`config.mk`:
```
export PLATFORM = sky130hd
export DESIGN_NAME = seg_relocator
export DESIGN_NICKNAME = d
export VERILOG_FILES = /design/src/rtl/reloc_pkg.sv /design/src/rtl/reloc_channel.sv /design/src/rtl/reloc_ctrl.sv /design/src/rtl/reloc_datapath.sv /design/src/rtl/seg_relocator.sv
export SDC_FILE = /design/constraint.sdc
export NUM_CORES = 1
export LEC_CHECK = 0
export CORE_AREA = 3 3 156 196
export DETAILED_ROUTE_END_ITERATION = 10
export DIE_AREA = 0 0 159 199
export GPL_ROUTABILITY_DRIVEN = 0
export GPL_TIMING_DRIVEN = 0
export SETUP_SLACK_MARGIN = 0.3
export SLEW_MARGIN = 10
export SYNTH_ARGS = -nofsm -noshare
export SYNTH_HDL_FRONTEND = slang
export SYNTH_SLANG_ARGS = --single-unit
```
`constraint.sdc`:
```
create_clock -name clk -period 4.8 [get_ports clk]
set_clock_uncertainty 0.1 [all_clocks]
set_input_delay 0.48 -clock clk [delete_from_list [all_inputs] [get_ports clk]]
set_output_delay 0.48 -clock clk [all_outputs]
set_load 0.005 [all_outputs]
```
`src/rtl/reloc_pkg.sv`:
```
package reloc_pkg;
  localparam int NUM_CH = 2;
  localparam int CH_FETCH = 0;
  localparam int CH_DATA = 1;

  typedef struct packed {
    logic [NUM_CH-1:0] wrBase;
    logic [NUM_CH-1:0] wrLimit;
    logic              privErr;
  } relocStrobes_t;
endpackage

```
`src/rtl/reloc_channel.sv`:
```
module reloc_channel #(
  parameter int ADDR_W = 32
) (
  input  logic              clk,
  input  logic              rstN,
  input  logic              reqValid,
  input  logic [ADDR_W-1:0] logAddr,
  input  logic [ADDR_W-1:0] baseReg,
  input  logic [ADDR_W-1:0] limitReg,
  output logic [ADDR_W-1:0] physAddr,
  output logic              okOut,
  output logic              faultOut
);
  logic [ADDR_W-1:0] sumNext;
  logic              outside;

  always_comb begin
    sumNext = baseReg + logAddr;
    outside = (logAddr >= limitReg);
  end

  always_ff @(posedge clk or negedge rstN) begin
    if (!rstN) begin
      physAddr <= '0;
      okOut    <= 1'b0;
      faultOut <= 1'b0;
    end else begin
      physAddr <= sumNext;
      okOut    <= reqValid && !outside;
      faultOut <= reqValid && outside;
    end
  end
endmodule

```
`src/rtl/reloc_ctrl.sv`:
```
module reloc_ctrl
  import reloc_pkg::*;
(
  input  logic          clk,
  input  logic          rstN,
  input  logic          supervisorMode,
  input  logic          cfgWrEn,
  input  logic [1:0]    cfgSel,
  output relocStrobes_t strobes,
  output logic          privError
);
  logic allowed;
  logic chSel;

  always_comb begin
    allowed = cfgWrEn && supervisorMode;
    chSel   = cfgSel[1];
    strobes = '0;
    for (int ch = 0; ch < NUM_CH; ch++) begin
      strobes.wrBase[ch]  = allowed && (chSel == ch[0]) && !cfgSel[0];
      strobes.wrLimit[ch] = allowed && (chSel == ch[0]) && cfgSel[0];
    end
    strobes.privErr = cfgWrEn && !supervisorMode;
  end

  always_ff @(posedge clk or negedge rstN) begin
    if (!rstN) privError <= 1'b0;
    else       privError <= strobes.privErr;
  end
endmodule

```
`src/rtl/reloc_datapath.sv`:
```
module reloc_datapath
  import reloc_pkg::*;
#(
  parameter int ADDR_W = 32
) (
  input  logic                           clk,
  input  logic                           rstN,
  input  relocStrobes_t                  strobes,
  input  logic [ADDR_W-1:0]              cfgData,
  input  logic [NUM_CH-1:0]              chValid,
  input  logic [NUM_CH-1:0][ADDR_W-1:0]  chAddr,
  output logic [NUM_CH-1:0][ADDR_W-1:0]  chPhys,
  output logic [NUM_CH-1:0]              chOk,
  output logic [NUM_CH-1:0]              chFault
);
  logic [NUM_CH-1:0][ADDR_W-1:0] baseR;
  logic [NUM_CH-1:0][ADDR_W-1:0] limitR;

  for (genvar ch = 0; ch < NUM_CH; ch++) begin : g_ch
    always_ff @(posedge clk or negedge rstN) begin
      if (!rstN) begin
        baseR[ch]  <= '0;
        limitR[ch] <= '0;
      end else begin
        if (strobes.wrBase[ch])  baseR[ch]  <= cfgData;
        if (strobes.wrLimit[ch]) limitR[ch] <= cfgData;
      end
    end

    reloc_channel #(.ADDR_W(ADDR_W)) u_chan (
      .clk      (clk),
      .rstN     (rstN),
      .reqValid (chValid[ch]),
      .logAddr  (chAddr[ch]),
      .baseReg  (baseR[ch]),
      .limitReg (limitR[ch]),
      .physAddr (chPhys[ch]),
      .okOut    (chOk[ch]),
      .faultOut (chFault[ch])
    );
  end
endmodule

```
`src/rtl/seg_relocator.sv`:
```
module seg_relocator
  import reloc_pkg::*;
#(
  parameter int ADDR_W = 32
) (
  input  logic              clk,
  input  logic              rstN,
  input  logic              supervisorMode,
  input  logic [ADDR_W-1:0] fetchAddr,
  input  logic [ADDR_W-1:0] dataAddr,
  input  logic              dataValid,
  input  logic              cfgWrEn,
  input  logic [1:0]        cfgSel,
  input  logic [ADDR_W-1:0] cfgData,
  output logic [ADDR_W-1:0] fetchPhys,
  output logic              fetchValid,
  output logic              fetchFault,
  output logic [ADDR_W-1:0] dataPhys,
  output logic              dataValidOut,
  output logic              dataFault,
  output logic              privError
);
  relocStrobes_t                 strobes;
  logic [NUM_CH-1:0]             chValid;
  logic [NUM_CH-1:0][ADDR_W-1:0] chAddr;
  logic [NUM_CH-1:0][ADDR_W-1:0] chPhys;
  logic [NUM_CH-1:0]             chOk;
  logic [NUM_CH-1:0]             chFault;

  always_comb begin
    chValid[CH_FETCH] = 1'b1;
    chValid[CH_DATA]  = dataValid;
    chAddr[CH_FETCH]  = fetchAddr;
    chAddr[CH_DATA]   = dataAddr;
  end

  reloc_ctrl u_ctrl (
    .clk            (clk),
    .rstN           (rstN),
    .supervisorMode (supervisorMode),
    .cfgWrEn        (cfgWrEn),
    .cfgSel         (cfgSel),
    .strobes        (strobes),
    .privError      (privError)
  );

  reloc_datapath #(.ADDR_W(ADDR_W)) u_dp (
    .clk     (clk),
    .rstN    (rstN),
    .strobes (strobes),
    .cfgData (cfgData),
    .chValid (chValid),
    .chAddr  (chAddr),
    .chPhys  (chPhys),
    .chOk    (chOk),
    .chFault (chFault)
  );

  assign fetchPhys    = chPhys[CH_FETCH];
  assign fetchValid   = chOk[CH_FETCH];
  assign fetchFault   = chFault[CH_FETCH];
  assign dataPhys     = chPhys[CH_DATA];
  assign dataValidOut = chOk[CH_DATA];
  assign dataFault    = chFault[CH_DATA];
endmodule

```
==> results of run 1 <==
## flip-flops by register name, indices dropped and copies added, names as in the netlist
name                       flops
u_dp.g_ch.u_chan.physAddr     64
u_ctrl.privError               1
u_dp.g_ch.u_chan.faultOut      2
u_dp.limitR                   64
u_dp.baseR                    64
u_dp.g_ch.u_chan.okOut         2
## power by group through the flow
stage / clock, µW / combinational, µW / sequential (µW)
final: 1380 / 2580 / 2380
after global routing: 1500 / 2890 / 2440
after CTS: 1430 / 2610 / 2390
after detailed placement: 0 / 2580 / 2420
after global placement: 0 / 2560 / 2420
after floorplan: 0 / 1500 / 2400
## path summary, 6_finish.rpt
kind | depth (start not counted) | slack (ns) | end | from
setup / recovery | 10 | 1.63 | u_dp.g_ch[1].u_chan.physAddr[24]$_DFF_PN0_ | dataAddr[0]
hold / removal | 1 | -0.01 | u_dp.g_ch[0].u_chan.physAddr[3]$_DFF_PN0_ | rstN
setup reg to reg | 9 | 1.76 | u_dp.g_ch[1].u_chan.physAddr[24]$_DFF_PN0_ | u_dp.baseR[32]$_DFFE_PN0P_
hold reg to reg | 1 | 0.41 | u_dp.limitR[62]$_DFFE_PN0P_ | u_dp.limitR[62]$_DFFE_PN0P_
max in group asynchronous | 2 | 3.65 | u_dp.g_ch[1].u_chan.physAddr[26]$_DFF_PN0_ | rstN
min in group clk | 1 | 0.41 | u_dp.limitR[62]$_DFFE_PN0P_ | u_dp.limitR[62]$_DFFE_PN0P_
## critical path, cell delays in order
cell and delay, ns:
sky130_fd_sc_hd__clkdlybuf4s50_1 0.45, sky130_fd_sc_hd__ha_1 0.26, sky130_fd_sc_hd__fa_1 0.41, sky130_fd_sc_hd__a21oi_1 0.25
sky130_fd_sc_hd__o21ai_0 0.13, sky130_fd_sc_hd__a21oi_1 0.36, sky130_fd_sc_hd__o211ai_1 0.31, sky130_fd_sc_hd__o2bb2ai_1 0.35
sky130_fd_sc_hd__nor3_1 0.27, sky130_fd_sc_hd__xnor2_1 0.15
## layer usage
layer  part of all wire  vias up
met5            0.00095        -
met4              0.017        4
met3              0.049       36
met2               0.51      168
met1               0.43     4092
li1                   -     4126
## Yosys cell counts, types with 10 or more instances
master / n / area (µm²)
sky130_fd_sc_hd__nor2b_1: 11 / 68.8
sky130_fd_sc_hd__xnor2_1: 37 / 324
sky130_fd_sc_hd__a21oi_1: 69 / 345
sky130_fd_sc_hd__o21a_1: 11 / 82.6
sky130_fd_sc_hd__dfrtp_1: 197 / 4930
sky130_fd_sc_hd__a211oi_1: 12 / 90.1
sky130_fd_sc_hd__nand4_1: 17 / 106
sky130_fd_sc_hd__mux2_2: 128 / 1440
sky130_fd_sc_hd__and3_1: 10 / 62.6
sky130_fd_sc_hd__inv_1: 78 / 293
sky130_fd_sc_hd__ha_1: 126 / 1580
sky130_fd_sc_hd__xor2_1: 21 / 184
sky130_fd_sc_hd__nand2_1: 44 / 165
sky130_fd_sc_hd__nand3_1: 12 / 60.1
sky130_fd_sc_hd__o21ai_0: 35 / 175
sky130_fd_sc_hd__nor2_1: 39 / 146
sky130_fd_sc_hd__a21o_1: 49 / 368
sky130_fd_sc_hd__clkbuf_1: 11 / 41.3
## logic make-up after synthesis
group / count (synthesis)
compound gates: 250
xor+xnor: 58
fa+ha+maj: 128
buf+inv: 100
flops: 197
mux: 130
simple gates: 169
## stage by stage
step                      std cells  power, µW  instance area [µm²]   util  TNS [ns]
final                          1633       6340                14200  0.490         0
after global routing           1632       6820                14200  0.490         0
after CTS                      1631       6430                14200  0.489         0
after detailed placement       1600       5000                13700  0.470         0
after global placement         1599       4970                13600  0.469  -1018.87
after floorplan                1032       3900                11400      -         0
## layout make-up
| type | count | area (µm²) |
|---|---|---|
| fill | 2738 | 14800 |
| multi-input combinational | 735 | 6130 |
| sequential | 197 | 4930 |
| timing repair buffer | 172 | 1740 |
| tap | 396 | 495 |
| clock buffer | 19 | 443 |
| inverter | 78 | 293 |
| clock inverter | 12 | 113 |
| buffer | 22 | 88.8 |
| antenna | 2 | 5.00 |
==> impl_metrics.csv, run 1 <==
group,metric,value,unit
clocking,clock_sinks,197,
critical_path,timing.critical_path.required,5.06,ns
route,via_per_inst,5.16,
critical_path,critPathMaxFanout,5,
clocking,cts_tree,"built",
finish,mostFrequentLayoutCells,"sky130_fd_sc_hd__dfrtp_1 (197), sky130_fd_sc_hd__clkdlybuf4s50_1 (170), sky130_fd_sc_hd__mux2_2 (128)",
clocking,root_buffer,"sky130_fd_sc_hd__clkbuf_16",
route,post-route-drc-count,0,
critical_path,worst_ep_arrival_time,3.43,ns
floorplan,dieArea,31600,µm²
timing,max_slew_headroom_at_the_worst_pin,0.478,
clocking,cts_max_path_buffers,2,
grt,use_met2,0.329,
clocking,post_cts_hold_buffer_count,0,
hold_path,hold_path.class,"in -> async",
grt,grt_first_pass_wirelength,46.1,mm
floorplan,floorplan.rows,70,
route,pre_antenna_drt_iters,4,
synth,post_synth_edffs,0,
synth,synth_top_family_by_area,"compound AO/OA/AOI/OAI gates",
power_and_ir_drop,power_frac_comb,0.407,
route,detail_route.iter0.violations,330,
synth,synth_mux_area_frac,0.128,
floorplan,design.portCount,172,
grt,globalRouteTotalUtil,0.184,
power_and_ir_drop,power.switching,2070,µW
critical_path,critical_path_class,"in -> reg",
clocking,cts_made_buffers,17,
grt,grtUsageMet3,0.0446,
floorplan,core_area,29100,µm²
power_and_ir_drop,power.switching_fraction,0.327,
grt,met1_resource_use_gr,0.222,
route,detail-route-antenna-nets,0,
status,violated_checks,"negative hold slack",
power_and_ir_drop,vdd_ir_drop_max,232,µV
route,detail_route.wl_per_cell,17.4,µm
floorplan,die_x,159,µm
power_and_ir_drop,power_leakage,0.00651,µW
finish,layout_commonest_cell,"sky130_fd_sc_hd__dfrtp_1",
synth,synth-seq-area-share,0.431,
synth,synth_flop_cell,"sky130_fd_sc_hd__dfrtp_1",
route,routed_wire_length,28.5,mm
synth,synth-warning-count,0,
grt,global_route.overflow_total,0,
synth,synthCells,1032,
power_and_ir_drop,power_density,445,nW/µm²
clocking,post_cts_clock_slew_at_the_launch_and_capture_registers_of_the_worst_setup_and_hold_paths,0.07,ns
timing,worst_hold_slack_across_all_endpoints,-0.00953,ns
placement,dp_worst_setup_slack,1.20,ns
grt,first_global_vias,8680,
timing,hold_violations,12,
synth,synth_nets,1263,
grt,grt_antenna_before_repair,3,
synth,synth_cell_type_count,62,
synth,synth_async_sr_flop_share,1.00,
timing,setup_viol,0,
power_and_ir_drop,power.share.clock,0.218,
job,maxCapViolations,0,
power_and_ir_drop,internal_power,4270,µW
timing,finalMaxSlewViolations,0,
placement,port_buffers,171,
timing,finalWorstSetupSlack,1.63,ns
critical_path,worst_setup_path_end_kind,"register",
finish,layout-area-overhead-vs-synth,24.5,%
placement,dpl.hpwl,22.2,mm
timing,final.period_utilization,0.661,
critical_path,cp-start-kind,"input port",
grt,grt-busiest-layer,"met2",
floorplan,die_height,199,µm
synth,synth.ff_latch_count,197,
clocking,post_cts_resize_count,0,
power_and_ir_drop,seq_power_share,0.375,
clocking,clk-insertion-delay-late,0.45,ns
grt,grt_start_max_net_pins,101,
synth,adder_cell_fraction_of_synth_area,0.141,
clocking,cts.repair_timing.setup_buffer_count,0,
timing,grt_setup_unrepaired,"false",
finish,drive_gt1_frac,0.148,
synth,synth-compound-area-share,0.148,
synth,synthSimpleGateAreaFrac,0.0736,
route,vias,8426,
clocking,cts_max_level,4,
timing,worstMarginPinSlew,0.783,ns
synth,synth_xor_xnor_area_share,0.0444,
synth,syn_avg_cell_area,11.1,µm²
timing,maxClockFrequency,315,MHz
timing,period_needed,3.17,ns
finish,design.final.nets,1454,
status,status,"complete, but fails checks",
synth,syn-cell-area,11400,µm²
floorplan,initial_utilization,0.393,
No activity file was read; power rests on OpenSTA's default activity.
==> inputs of run 2 (changes only) <==
==> constraint.sdc (replaced) <==
create_clock -name clk -period 2.8 [get_ports clk]
set_clock_uncertainty 0.1 [all_clocks]
set_input_delay 0.28 -clock clk [delete_from_list [all_inputs] [get_ports clk]]
set_output_delay 0.28 -clock clk [all_outputs]
set_load 0.005 [all_outputs]
==> impl_metrics.csv, run 2 (synthesis results as in run 1) <==
group,metric,value,unit
status,status,"finished, final reports clean",
finish,largest_registers,"u_dp.baseR: 64 flops, u_dp.g_ch.u_chan.physAddr: 64 flops, u_dp.limitR: 64 flops",
clocking,cts_max_path_buffers,2,
finish,drive_gt1_frac,0.207,
timing,maxClockFrequency,382,MHz
critical_path,timing.critical_path.cells,"ha_2 > fa_2 > a21o_1 > a221oi_4 > o21ai_2 > o22a_2 > a31o_1 > a21oi_2 > xnor2_1",
grt,grt_start_max_net_pins,101,
floorplan,die_height,199,µm
critical_path,worst_ep_arrival_time,2.88,ns
placement,dpl.hpwl,22.2,mm
timing,finalWorstSetupSlack,0.183,ns
clocking,cts_max_level,4,
clocking,cts_made_buffers,17,
floorplan,initial_utilization,0.393,
timing,final.period_utilization,0.935,
timing,grt_setup_unrepaired,"true",
floorplan,die_x,159,µm
finish,design.final.nets,1477,
finish,final-seq-area,4930,µm²
floorplan,floorplan.rows,70,
clocking,clock_sinks,197,
route,vias,8550,
placement,dp_worst_setup_slack,-0.597,ns
floorplan,design.portCount,172,
critical_path,critical_path_buf_inv_count,0,
timing,period_needed,2.62,ns
critical_path,critPathSlowestCell,"sky130_fd_sc_hd__dfrtp_1",
grt,global_route.overflow_total,0,
placement,dpl.cell_count,1600,
clocking,cts_tree,"built",
grt,grt_first_pass_wirelength,46.5,mm
grt,grt_antenna_before_repair,2,
timing,hold_violations,0,
route,detail-route-antenna-nets,0,
power_and_ir_drop,power_leakage,0.00666,µW
route,pre_antenna_drt_iters,4,
finish,mostFrequentLayoutCells,"sky130_fd_sc_hd__dfrtp_1 (197), sky130_fd_sc_hd__clkdlybuf4s50_1 (170), sky130_fd_sc_hd__mux2_2 (128)",
critical_path,cell_family_with_most_cp_delay,"compound AO/OA/AOI/OAI gates",
clocking,root_buffer,"sky130_fd_sc_hd__clkbuf_16",
critical_path,timing.critical_path.required,3.06,ns
power_and_ir_drop,vdd_ir_drop_max,403,µV
floorplan,core_area,29100,µm²
route,via_per_inst,5.17,
critical_path,cp-start-kind,"register",
critical_path,worst_setup_path_end_kind,"register",
grt,first_global_vias,8794,
clocking,post_cts_clock_slew_at_the_launch_and_capture_registers_of_the_worst_setup_and_hold_paths,0.07,ns
route,detail_route.iter0.violations,309,
floorplan,dieArea,31600,µm²
placement,port_buffers,171,
clocking,clk-insertion-delay-late,0.45,ns
job,maxCapViolations,0,
critical_path,critPathMaxFanout,4,
route,routed_wire_length,29.0,mm
finish,layout.filler_cells,2681,
finish,layout.cells.non_filler,1655,
timing,max_slew_headroom_at_the_worst_pin,0.484,
finish,layout-area-overhead-vs-synth,29.1,%
route,post-route-drc-count,0,
hold_path,hold_path.class,"in -> reg",
power_and_ir_drop,power_density,762,nW/µm²
finish,multi_input_area,6460,µm²
timing,worstMarginPinSlew,0.774,ns
route,detail_route.wl_per_cell,17.6,µm
critical_path,critical-path-max-stage-delay,0.41,ns
critical_path,critical_path_class,"reg -> reg",
finish,layout_commonest_cell,"sky130_fd_sc_hd__dfrtp_1",
timing,finalMaxSlewViolations,0,
grt,globalRouteTotalUtil,0.185,
timing,setup_viol,0,
-- run 2: final timing paths --
path / start / endpoint / slack (ns) / cells after the start
min reg2reg: u_dp.limitR[62]$_DFFE_PN0P_ / u_dp.limitR[62]$_DFFE_PN0P_ / 0.41 / 1
max reg2reg: u_dp.baseR[0]$_DFFE_PN0P_ / u_dp.g_ch[0].u_chan.physAddr[24]$_DFF_PN0_ / 0.18 / 9
max in group asynchronous: rstN / u_dp.g_ch[1].u_chan.faultOut$_DFF_PN0_ / 1.26 / 3
max: u_dp.baseR[0]$_DFFE_PN0P_ / u_dp.g_ch[0].u_chan.physAddr[24]$_DFF_PN0_ / 0.18 / 9
min in group asynchronous: rstN / u_dp.g_ch[0].u_chan.physAddr[3]$_DFF_PN0_ / 0.38 / 2
min: dataValid / u_dp.g_ch[1].u_chan.okOut$_DFF_PN0_ / 0.34 / 3
-- run 2: per-stage QoR --
step / hold slack, ns / TNS [ns] / util / cell area, µm² / total power [µW]
after floorplan: -0.116 / 0 / - / 11400 / 6690
after global placement: 0.385 / -1382.32 / 0.469 / 13600 / 8530
after detailed placement: 0.288 / -9.36 / 0.470 / 13700 / 8580
after CTS: 0.319 / 0 / 0.497 / 14500 / 11200
after global routing: 0.347 / 0 / 0.508 / 14800 / 12100
final: 0.338 / 0 / 0.508 / 14800 / 11300
-- run 2: worst min-delay path, delay by kind of cell --
family | cells | cell delay, ns
AO/OA/AOI/OAI | 1 | 0.05
AND/OR/NAND/NOR | 1 | 0.07
buffers and inverters | 1 | 0.43
-- run 2: metal layers --
metal	GRT usage	part of all wire	vias to the layer above	wire, µm
li1	-	-	4177	-
met1	0.223	0.42	4146	12300
met3	0.0444	0.049	39	1440
met2	0.331	0.51	184	14700
met5	0	0.00059	-	17
met4	0.0558	0.019	4	565
-- run 2: area by class of cell --
cell class / instances / share of cell area
clock inverter: 12 / 0.00763
tap: 396 / 0.0336
sequential: 197 / 0.334
timing repair buffer: 195 / 0.130
buffer: 22 / 0.00746
antenna: 1 / 0.000169
clock buffer: 19 / 0.0300
inverter: 78 / 0.0198
multi-input combinational: 735 / 0.437
-- run 2: report_power, final --
part / switching [µW] / internal (µW) / leakage [µW]
Combinational: 2160 / 2640 / 0.00404
Clock: 1170 / 1190 / 0.000274
Sequential: 368 / 3720 / 0.00234
Total: 3700 / 7560 / 0.00666
-- run 2: repair_timing --
action | CTS | global route
endpoints found under the hold margin | 99 | 0
gates resized for setup | 30 | 49
pin swaps | 28 | 27
setup buffers | 13 | 9
setup endpoints to repair | 29 | 35
hold buffers | 1 | 0
==> inputs of run 3 (changes only) <==
==> constraint.sdc (replaced) <==
create_clock -name clk -period 2.9 [get_ports clk]
set_clock_uncertainty 0.1 [all_clocks]
set_input_delay 0.29 -clock clk [delete_from_list [all_inputs] [get_ports clk]]
set_output_delay 0.29 -clock clk [all_outputs]
set_load 0.005 [all_outputs]
==> impl_metrics.csv, run 3 (synthesis results as in run 1) <==
group,metric,value,unit
route,wl_met2,14.9,mm
finish,largest_registers,"u_dp.baseR: 64 flops, u_dp.g_ch.u_chan.physAddr: 64 flops, u_dp.limitR: 64 flops",
finish,drive_gt1_frac,0.196,
critical_path,cp-start-kind,"register",
floorplan,die_x,159,µm
floorplan,core_area,29100,µm²
grt,first_global_vias,8735,
critical_path,critical_path_class,"reg -> reg",
placement,postPlaceCellArea,13700,µm²
route,drt-met1-wl,12.3,mm
power_and_ir_drop,power.switching_fraction,0.329,
clocking,clk-insertion-delay-late,0.44,ns
timing,setup_viol,0,
grt,grt_first_pass_wirelength,46.3,mm
clocking,root_buffer,"sky130_fd_sc_hd__clkbuf_16",
finish,layout_commonest_cell,"sky130_fd_sc_hd__dfrtp_1",
timing,period_needed,2.64,ns
finish,design.final.nets,1477,
route,routed_wire_length,29.1,mm
power_and_ir_drop,seq_power_share,0.365,
route,met3_length,1.35,mm
critical_path,timing.critical_path.required,3.16,ns
floorplan,initial_utilization,0.393,
floorplan,design.portCount,172,
timing,hold_violations,0,
status,status,"finished, final reports clean",
finish,post-route-cell-area,14700,µm²
clocking,post_cts_clock_slew_at_the_launch_and_capture_registers_of_the_worst_setup_and_hold_paths,0.07,ns
timing,finalMaxSlewViolations,0,
route,highest-signal-layer,"met5",
timing,worst_hold_slack_across_all_endpoints,0.345,ns
critical_path,worst_ep_arrival_time,2.90,ns
critical_path,critPathMaxFanout,4,
timing,grt_setup_unrepaired,"true",
clocking,clock_sinks,197,
power_and_ir_drop,power.share.clock,0.211,
grt,globalRouteTotalUtil,0.185,
placement,dpl.hpwl,22.2,mm
floorplan,floorplan.rows,70,
clocking,cts_tree,"built",
finish,layout.filler_cells,2690,
floorplan,dieArea,31600,µm²
clocking,cts_max_path_buffers,2,
grt,grt_antenna_before_repair,3,
power_and_ir_drop,power_leakage,0.00667,µW
grt,grt_start_max_net_pins,101,
route,detail_route.wl_per_cell,17.6,µm
power_and_ir_drop,power_frac_comb,0.424,
timing,maxClockFrequency,379,MHz
timing,worstMarginPinSlew,0.772,ns
timing,max_slew_headroom_at_the_worst_pin,0.485,
power_and_ir_drop,power.switching,3560,µW
route,via_per_inst,5.18,
job,maxCapViolations,0,
critical_path,critPathSlowestCell,"sky130_fd_sc_hd__dfrtp_1",
finish,layout-area-overhead-vs-synth,28.8,%
finish,mostFrequentLayoutCells,"sky130_fd_sc_hd__dfrtp_1 (197), sky130_fd_sc_hd__clkdlybuf4s50_1 (170), sky130_fd_sc_hd__mux2_2 (128)",
placement,port_buffers,171,
critical_path,timing.critical_path.cells,"ha_2 > fa_2 > a21o_1 > a221oi_4 > o21ai_2 > o22a_2 > a31o_1 > a21oi_2 > xnor2_1",
power_and_ir_drop,internal_power,7270,µW
floorplan,die_height,199,µm
route,detail-route-antenna-nets,0,
route,detail_route.iter0.violations,335,
clocking,cts_max_level,4,
power_and_ir_drop,power_density,735,nW/µm²
route,vias,8573,
clocking,cts_made_buffers,17,
power_and_ir_drop,vdd_ir_drop_max,369,µV
route,post-route-drc-count,0,
critical_path,critical-path-max-stage-delay,0.41,ns
critical_path,worst_setup_path_end_kind,"register",
hold_path,hold_path.class,"in -> reg",
timing,final.period_utilization,0.911,
route,pre_antenna_drt_iters,4,
grt,global_route.overflow_total,0,
-- run 3: changes by cell type in the layout (fill, tap and decap cells not counted), moves of 2 or more --
| cell | delta |
|---|---|
| sky130_fd_sc_hd__a211oi_1 | -2 |
| sky130_fd_sc_hd__a211oi_2 | +2 |
| sky130_fd_sc_hd__a21oi_1 | +6 |
| sky130_fd_sc_hd__a21oi_2 | -6 |
| sky130_fd_sc_hd__ha_1 | +9 |
| sky130_fd_sc_hd__ha_2 | -8 |
-- run 3: what timing repair did --
| item | CTS | global route |
|---|---|---|
| resized for setup | 12 | 55 |
| hold buffers | 1 | 0 |
| endpoints found under the hold margin | 99 | 0 |
| setup endpoints to repair | 22 | 28 |
| pin swaps | 15 | 27 |
| buffers inserted | 6 | 16 |
-- run 3: metal layers --
layer / global-route usage / vias up
li1: - / 4170
met1: 0.223 / 4186
met2: 0.331 / 175
met3: 0.0444 / 38
met4: 0.0535 / 4
met5: 0 / -
-- run 3: worst max-delay path: cells and delay by family (launching register included) --
family | cells | cell delay (ns)
xor gates and xnor gates | 1 | 0.13
DFF | 1 | 0.41
adders and majority gates | 2 | 0.59
AOI/OAI and AO/OA | 6 | 1.33
-- run 3: area by class of cell --
class / count / area [µm²] / share of cell area
Timing Repair Buffer: 195 / 1920 / 0.130
Antenna cell: 2 / 5.00 / 0.000340
Clock inverter: 12 / 113 / 0.00765
Sequential cell: 197 / 4930 / 0.335
Inverter: 78 / 293 / 0.0199
Tap cell: 396 / 495 / 0.0336
Buffer: 22 / 109 / 0.00739
Multi-Input combinational cell: 735 / 6420 / 0.436
Clock buffer: 19 / 443 / 0.0301
-- run 3: power groups by stage --
stage	combinational, µW	sequential, µW	clock (µW)
after CTS	4390	3960	2370
after global placement	4230	4000	0
final	4590	3950	2280
after detailed placement	4280	4010	0
after global routing	5110	4040	2470
after floorplan	2480	3970	0
-- run 3: final timing paths --
check	startpoint	to	slack [ns]	cells past startpoint
max	u_dp.baseR[0]$_DFFE_PN0P_	u_dp.g_ch[0].u_chan.physAddr[24]$_DFF_PN0_	0.26	9
min	dataValid	u_dp.g_ch[1].u_chan.okOut$_DFF_PN0_	0.35	3
max reg2reg	u_dp.baseR[0]$_DFFE_PN0P_	u_dp.g_ch[0].u_chan.physAddr[24]$_DFF_PN0_	0.26	9
min reg2reg	u_dp.limitR[62]$_DFFE_PN0P_	u_dp.limitR[62]$_DFFE_PN0P_	0.41	1
max in group asynchronous	rstN	u_dp.g_ch[1].u_chan.physAddr[26]$_DFF_PN0_	1.35	3
min in group asynchronous	rstN	u_dp.g_ch[0].u_chan.physAddr[3]$_DFF_PN0_	0.39	2
-- run 3: through the flow --
stage | utilization | std cells | power (µW) | setup TNS (ns) | worst slack, ns
final | 0.506 | 1656 | 10800 | 0 | 0.259
after global routing | 0.506 | 1655 | 11600 | 0 | 0.134
after CTS | 0.493 | 1638 | 10700 | 0 | 0.265
after detailed placement | 0.470 | 1600 | 8280 | -6.42 | -0.507
after global placement | 0.469 | 1599 | 8230 | -1361.71 | -6.90
after floorplan | - | 1032 | 6460 | 0 | 0.423
